--- src/rtl/sa_irq_pkg.sv ---
`timescale 1ns/1ps
// Package: source indices and shared types for the Sa-bit interrupt controller.
// Assumes: source order below matches the mask bit order written by the host.
package sa_irq_pkg;
    localparam int NSRC          = 7;
    localparam int SRC_NIB_ANY   = 0;
    localparam int SRC_BIT_ANY   = 1;
    localparam int SRC_NIB_SA6   = 2;
    localparam int SRC_BIT_SA5   = 3;
    localparam int SRC_RUN_SA6   = 4;
    localparam int SRC_PRBS_ERR  = 5;
    localparam int SRC_PRBS_WRAP = 6;
    typedef logic [NSRC-1:0] src_vec_t;
endpackage

--- src/rtl/sa_change_det.sv ---
`timescale 1ns/1ps
// Module: sa_change_det
// Builds one nibble per Sa position from successive frames and flags bit
// and nibble changes against the previously stored values.
// Assumes: nib_done is only meaningful together with sa_valid; the first
// frame and the first nibble after reset only load the stored values.
module sa_change_det #(
    parameter int NPOS    = 4,
    parameter int NIB_W   = 4,
    parameter int SA5_IDX = 0,
    parameter int SA6_IDX = 1
) (
    input  logic            clk,
    input  logic            rst_n,
    input  logic            sa_valid,
    input  logic            nib_done,
    input  logic [NPOS-1:0] sa_bits,
    output logic            nib_any_chg,
    output logic            bit_any_chg,
    output logic            sa6_nib_chg,
    output logic            sa5_bit_chg,
    output logic            sa6_tick,
    output logic            sa6_same
);
    logic            nib_strobe;
    logic            bit_seen_q;
    logic            nib_seen_q;
    logic [NPOS-1:0] bit_prev_q;
    logic [NPOS-1:0] nib_diff;

    assign nib_strobe = sa_valid & nib_done;

    // One shift register and stored nibble per Sa position.
    for (genvar p = 0; p < NPOS; p++) begin : g_pos
        logic [NIB_W-1:0] sh_q;
        logic [NIB_W-1:0] prev_q;
        logic [NIB_W-1:0] nib_new;

        assign nib_new     = {sh_q[NIB_W-2:0], sa_bits[p]};
        assign nib_diff[p] = (nib_new != prev_q);

        // Shift in the bit of each frame; capture the nibble on completion.
        always_ff @(posedge clk) begin
            if (!rst_n) begin
                sh_q   <= '0;
                prev_q <= '0;
            end else if (sa_valid) begin
                sh_q <= nib_new;
                if (nib_done) prev_q <= nib_new;
            end
        end
    end

    // Remember last frame bits and whether the stored values are valid yet.
    always_ff @(posedge clk) begin
        if (!rst_n) begin
            bit_prev_q <= '0;
            bit_seen_q <= 1'b0;
            nib_seen_q <= 1'b0;
        end else if (sa_valid) begin
            bit_prev_q <= sa_bits;
            bit_seen_q <= 1'b1;
            if (nib_done) nib_seen_q <= 1'b1;
        end
    end

    assign bit_any_chg = sa_valid & bit_seen_q & (sa_bits != bit_prev_q);
    assign sa5_bit_chg = sa_valid & bit_seen_q & (sa_bits[SA5_IDX] != bit_prev_q[SA5_IDX]);
    assign nib_any_chg = nib_strobe & nib_seen_q & (|nib_diff);
    assign sa6_nib_chg = nib_strobe & nib_seen_q & nib_diff[SA6_IDX];
    assign sa6_tick    = nib_strobe;
    assign sa6_same    = nib_seen_q & ~nib_diff[SA6_IDX];
endmodule

--- src/rtl/sa6_run_cnt.sv ---
`timescale 1ns/1ps
// Module: sa6_run_cnt
// Counts completed Sa6 nibbles that repeat the previous pattern and pulses
// once when the run reaches RUN_LEN.
// Assumes: tick marks each completed nibble; same is low for the first one.
module sa6_run_cnt #(
    parameter int RUN_LEN = 8,
    localparam int CW     = $clog2(RUN_LEN + 1)
) (
    input  logic clk,
    input  logic rst_n,
    input  logic tick,
    input  logic same,
    output logic run_hit
);
    logic [CW-1:0] cnt_q;

    // Restart at one on a new pattern, saturate at RUN_LEN.
    always_ff @(posedge clk) begin
        if (!rst_n) begin
            cnt_q <= '0;
        end else if (tick) begin
            if (!same)                       cnt_q <= CW'(1);
            else if (cnt_q < CW'(RUN_LEN))   cnt_q <= cnt_q + CW'(1);
        end
    end

    assign run_hit = tick & same & (cnt_q == CW'(RUN_LEN - 1));
endmodule

--- src/rtl/irq_core.sv ---
`timescale 1ns/1ps
// Module: irq_core
// Holds mask and control bits, latches one pending request from masked
// events, and drives the request pin, its enable and the vector byte.
// Assumes: clear happens only when the written acknowledge bit differs
// from the stored one; an accepted event wins over a clear.
module irq_core
    import sa_irq_pkg::*;
#(
    parameter logic [7:0] VEC = 8'h02
) (
    input  logic       clk,
    input  logic       rst_n,
    input  src_vec_t   ev,
    input  logic       mask_we,
    input  src_vec_t   mask_wdata,
    input  logic       ctrl_we,
    input  logic [1:0] ctrl_wdata,
    output logic       irq_n,
    output logic       irq_oe,
    output logic [7:0] irq_vec,
    output logic       accept,
    output logic       ack_state
);
    src_vec_t   mask_q;
    logic       ack_q;
    logic       susp_q;
    logic       pend_q;
    logic [7:0] vec_q;
    logic       clr;
    logic       pend_nxt;

    assign accept   = (|(ev & mask_q)) & ~susp_q;
    assign clr      = ctrl_we & (ctrl_wdata[0] != ack_q);
    assign pend_nxt = accept | (pend_q & ~clr);

    // Host-written mask and control bits.
    always_ff @(posedge clk) begin
        if (!rst_n) begin
            mask_q <= '0;
            ack_q  <= 1'b0;
            susp_q <= 1'b0;
        end else begin
            if (mask_we) mask_q <= mask_wdata;
            if (ctrl_we) begin
                ack_q  <= ctrl_wdata[0];
                susp_q <= ctrl_wdata[1];
            end
        end
    end

    // Pending request and the vector it reports.
    always_ff @(posedge clk) begin
        if (!rst_n) begin
            pend_q <= 1'b0;
            vec_q  <= '0;
        end else begin
            pend_q <= pend_nxt;
            vec_q  <= pend_nxt ? VEC : 8'h00;
        end
    end

    assign irq_n     = ~pend_q;
    assign irq_oe    = ~susp_q;
    assign irq_vec   = vec_q;
    assign ack_state = ack_q;
endmodule

--- src/rtl/sa_irq_ctrl.sv ---
`timescale 1ns/1ps
// Module: sa_irq_ctrl (top)
// Sa-bit change, Sa6 run and PRBS interrupt controller.
// Assumes: frames arrive as sa_valid strobes; nibble boundaries are marked
// by nib_done on the last frame of each submultiframe.
module sa_irq_ctrl
    import sa_irq_pkg::*;
#(
    parameter int         NPOS    = 4,
    parameter int         NIB_W   = 4,
    parameter int         RUN_LEN = 8,
    parameter logic [7:0] VEC     = 8'h02
) (
    input  logic            clk,
    input  logic            rst_n,
    input  logic            sa_valid,
    input  logic [NPOS-1:0] sa_bits,
    input  logic            nib_done,
    input  logic            prbs_err,
    input  logic            prbs_wrap,
    input  logic            mask_we,
    input  logic [NSRC-1:0] mask_wdata,
    input  logic            ctrl_we,
    input  logic [1:0]      ctrl_wdata,
    output logic            irq_n,
    output logic            irq_oe,
    output logic [7:0]      irq_vec
);
    src_vec_t ev;
    logic     nib_any_chg, bit_any_chg, sa6_nib_chg, sa5_bit_chg;
    logic     sa6_tick, sa6_same, run_hit;
    logic     accept, ack_state;

    sa_change_det #(.NPOS(NPOS), .NIB_W(NIB_W), .SA5_IDX(0), .SA6_IDX(1)) u_det (
        .clk(clk), .rst_n(rst_n), .sa_valid(sa_valid), .nib_done(nib_done),
        .sa_bits(sa_bits), .nib_any_chg(nib_any_chg), .bit_any_chg(bit_any_chg),
        .sa6_nib_chg(sa6_nib_chg), .sa5_bit_chg(sa5_bit_chg),
        .sa6_tick(sa6_tick), .sa6_same(sa6_same)
    );

    sa6_run_cnt #(.RUN_LEN(RUN_LEN)) u_run (
        .clk(clk), .rst_n(rst_n), .tick(sa6_tick), .same(sa6_same), .run_hit(run_hit)
    );

    // Gather the seven sources in mask bit order.
    always_comb begin
        ev                = '0;
        ev[SRC_NIB_ANY]   = nib_any_chg;
        ev[SRC_BIT_ANY]   = bit_any_chg;
        ev[SRC_NIB_SA6]   = sa6_nib_chg;
        ev[SRC_BIT_SA5]   = sa5_bit_chg;
        ev[SRC_RUN_SA6]   = run_hit;
        ev[SRC_PRBS_ERR]  = prbs_err;
        ev[SRC_PRBS_WRAP] = prbs_wrap;
    end

    irq_core #(.VEC(VEC)) u_core (
        .clk(clk), .rst_n(rst_n), .ev(ev), .mask_we(mask_we), .mask_wdata(mask_wdata),
        .ctrl_we(ctrl_we), .ctrl_wdata(ctrl_wdata), .irq_n(irq_n), .irq_oe(irq_oe),
        .irq_vec(irq_vec), .accept(accept), .ack_state(ack_state)
    );
endmodule

--- config.mk ---
export PLATFORM = sky130hd
export DESIGN_NAME = sa_irq_ctrl
export DESIGN_NICKNAME = d
export VERILOG_FILES = /design/src/rtl/sa_irq_pkg.sv /design/src/rtl/sa_change_det.sv /design/src/rtl/sa6_run_cnt.sv /design/src/rtl/irq_core.sv /design/src/rtl/sa_irq_ctrl.sv
export SDC_FILE = /design/constraint.sdc
export NUM_CORES = 1
export LEC_CHECK = 0
export BUFFER_PORTS_ARGS = -buffer_cell sky130_fd_sc_hd__clkbuf_2
export CAP_MARGIN = 20
export CORE_MARGIN = 3
export CORE_UTILIZATION = 35
export CTS_BUF_LIST = sky130_fd_sc_hd__clkbuf_4
export DETAILED_ROUTE_END_ITERATION = 8
export GPL_TIMING_DRIVEN = 0
export PLACE_DENSITY = 0.66
export SLEW_MARGIN = 15
export SYNTH_ARGS = -nofsm -noshare
export SYNTH_HDL_FRONTEND = slang
export SYNTH_SLANG_ARGS = --single-unit
export TNS_END_PERCENT = 30
--- constraint.sdc ---
create_clock -name clk -period 3.6 [get_ports clk]
set_clock_uncertainty 0.2 [all_clocks]
set_input_delay 0.72 -clock clk [delete_from_list [all_inputs] [get_ports clk]]
set_output_delay 0.72 -clock clk [all_outputs]
set_load 0.01 [all_outputs]
==> metrics.yaml <==
cts.sinks: 44
drt_iter0_markers: 122
critPathRequiredTime_ns: 3.65
fin_crit_sh_pct: 55.03
clock_latency_ns: 0.36
hold-path-cell-count: 1
hold_path_class: "reg2reg"
syn-cell-area_sq_um: 2027
power_density_nw_per_um2: 382.1
max_freq_ghz: 0.5048
area_growth_pct: 13.27
drt_first_pass_iters: 4
synth_top_area_cell: "dfxtp_1"
dieWidth_microns: 82.10
layout-drive-gt1-share_pct: 18.80
synth-seq-cells: 44
slew_violations: 0
gp_congestion: 0.7649
start_util_pct: 36.59
htreeDepth: 2
synth-main-ff-cell: "dfxtp_1"
fp-row-count: 27
clk_pin_slew_ns: 0.12
crit_type: "in2reg"
antenna_cells: 0
start_kind: "input port"
die_area_sq_um: 6740
postCtsSetupRepairBufs: 0
ioPinCount: 31
grt_pass1_vias: 1393
yosysTopAreaCellShare_pct: 43.46
yosys-top-cells-count: "dfxtp_1 (44), nand2_1 (37), mux2i_1 (21), nor2b_1 (21), xor2_1 (21)"
cts_made_buffers: 5
grt.total_usage_pct: 13.26
port_buffers: 20
drc: 0
finalSetupTns_ns: 0
syn_area_per_cell_sq_um: 9.384
grt_max_degree: 13
grt_pass1_wl_mm: 6.624
cp-end-kind: "flop"
antenna_left: 0
cp_max_fo: 4
ir_drop_mv: 0.1348
period_needed_ns: 1.981
routed_wl_mm: 4.001
vias: 1487
yosysMostFrequentCell: "dfxtp_1"
finalHoldViolCount: 0
overflow: 0
cts_tree: "yes"
coreArea_sq_um: 5540
grt_antenna_before_repair: 0
rsz0062_at_grt: "false"
worst-r2r-cell-count: 5
holdWs_ns: 0.2717
root_buffer: "clkbuf_4"
final_util_pct: 41.44
p_leak_nw: 1.003
ctsResizeCount: 0
die_h_microns: 82.10
async_flop_share_pct: 0
setup_viol: 0
yosys_warnings: 0
ys_seq_area_share_pct: 43.46
synth_area_leaders: "dfxtp_1 (43%), mux2i_1 (10%), xor2_1 (9.1%), nand2_1 (6.9%), nor2b_1 (6.5%)"
post_synth_num_cell_types: 33
hpwlAfterDp_mm: 2.946
via_per_inst: 4.618
clk_path_buf_depth: 2
worstPathArrival_ns: 2.03
syn_inst: 216
synth_edf_count: 0
wl_per_cell_microns: 12.43
nets: 271
cts_hold_buffers: 0
cap_violations: 0
status: "finished clean"
[final cells by class]
class,count,area [sq um]
Clock buffer,7,52.55
Sequential cell,44,880.8
Timing Repair Buffer,20,100.1
Tap cell,72,90.09
Inverter,2,7.507
Buffer,20,111.4
Multi-Input combinational cell,156,1050
Fill cell,591,3244
Clock inverter,1,3.754
[where the power goes]
| group | leakage (nW) | total (mW) | switching, mW | internal [mW] |
|---|---|---|---|---|
| Clock | 0.0338 | 0.245 | 0.155 | 0.0904 |
| Combinational | 0.610 | 0.113 | 0.0588 | 0.0538 |
| Sequential | 0.359 | 0.519 | 0.0144 | 0.505 |
[cells by family (layout without fill, tap and decap cells)]
kind of cell               count (synthesis)  in the layout  share of synthesized area (%)
and+or+nand+nor                           76             76                          19.32
DFF                                       44             44                          43.46
AOI/OAI and AO/OA                         30             30                          11.11
buffers and inverters                     22             50                          5.864
xor gates and xnor gates                  21             21                          9.074
muxes                                     21             21                          10.37
adders and majority gates                  1              1                         0.6172
other                                      1              7                         0.1850
[final timing paths]
check	from	endpoint	slack (ns)
worst max-delay path	sa_bits[1]	u_core.irq_vec[1]$_SDFF_PN0_	1.62
worst min-delay path	u_det.bit_seen_q$_SDFFE_PN0P_	u_det.bit_seen_q$_SDFFE_PN0P_	0.27
worst max register to register	u_det.bit_prev_q[1]$_SDFFE_PN0P_	u_core.irq_vec[1]$_SDFF_PN0_	1.68
worst min register to register	u_det.bit_seen_q$_SDFFE_PN0P_	u_det.bit_seen_q$_SDFFE_PN0P_	0.27
[stage by stage]
stage	power (mW)	instances	cell area (sq um)	setup WS, ns
CTS	0.8910	322	2296	1.630
global route	0.9303	322	2296	1.506
floorplan	0.6068	222	2049	1.597
global placement	0.6423	314	2240	1.222
detailed placement	0.6441	314	2240	1.216
finish	0.8773	322	2296	1.619
[layer usage]
layer	vias to the layer above	part of all wire, %	GRT usage [%]
met5	-	0	0
met2	37	45	20.76
met4	0	1.7	5.980
li1	768	-	-
met3	6	5.7	3.905
met1	676	47	16.80
[sequential cells by signal, indices dropped and copies added (netlist names)]
signal,count
u_det.bit_prev_q,3
u_det.g_pos.sh_q,9
u_det.nib_seen_q,1
u_core.irq_vec,1
u_det.g_pos.prev_q,16
u_det.bit_seen_q,1
u_core.mask_q,7
u_core.susp_q,1
u_core.ack_state,1
u_run.cnt_q,4
[worst max-delay path: stages]
cell and delay [ns]:
clkbuf_2 0.12, xor2_1 0.17, nor4_2 0.42, and2b_2 0.27
o2111ai_1 0.20, a41oi_1 0.13
[cell usage in the layout (no fill, tap or decap), drive strengths merged]
master / Yosys / routed
nor2b: 21 / 21
dfxtp: 44 / 44
or3: 1 / 1
conb: 1 / 7
clkbuf: 7 / 34
nand2b: 2 / 2
and2: 2 / 2
a21boi: 16 / 16
nand3: 1 / 1
o221a: 2 / 2
a221oi: 1 / 1
and2b: 1 / 1
o22ai: 2 / 2
nand3b: 1 / 1
nor4: 5 / 5
a41oi: 1 / 1
clkinv: 0 / 1
o21a: 2 / 2
ha: 1 / 1
a21oi: 4 / 4
nor2: 2 / 2
inv: 2 / 2
mux2i: 21 / 21
or3b: 1 / 1
o2111ai: 1 / 1
buf: 13 / 13
xor2: 21 / 21
o21ai: 1 / 1
nand2: 37 / 37
nand4: 2 / 2
(Power assumes the default switching activity.)
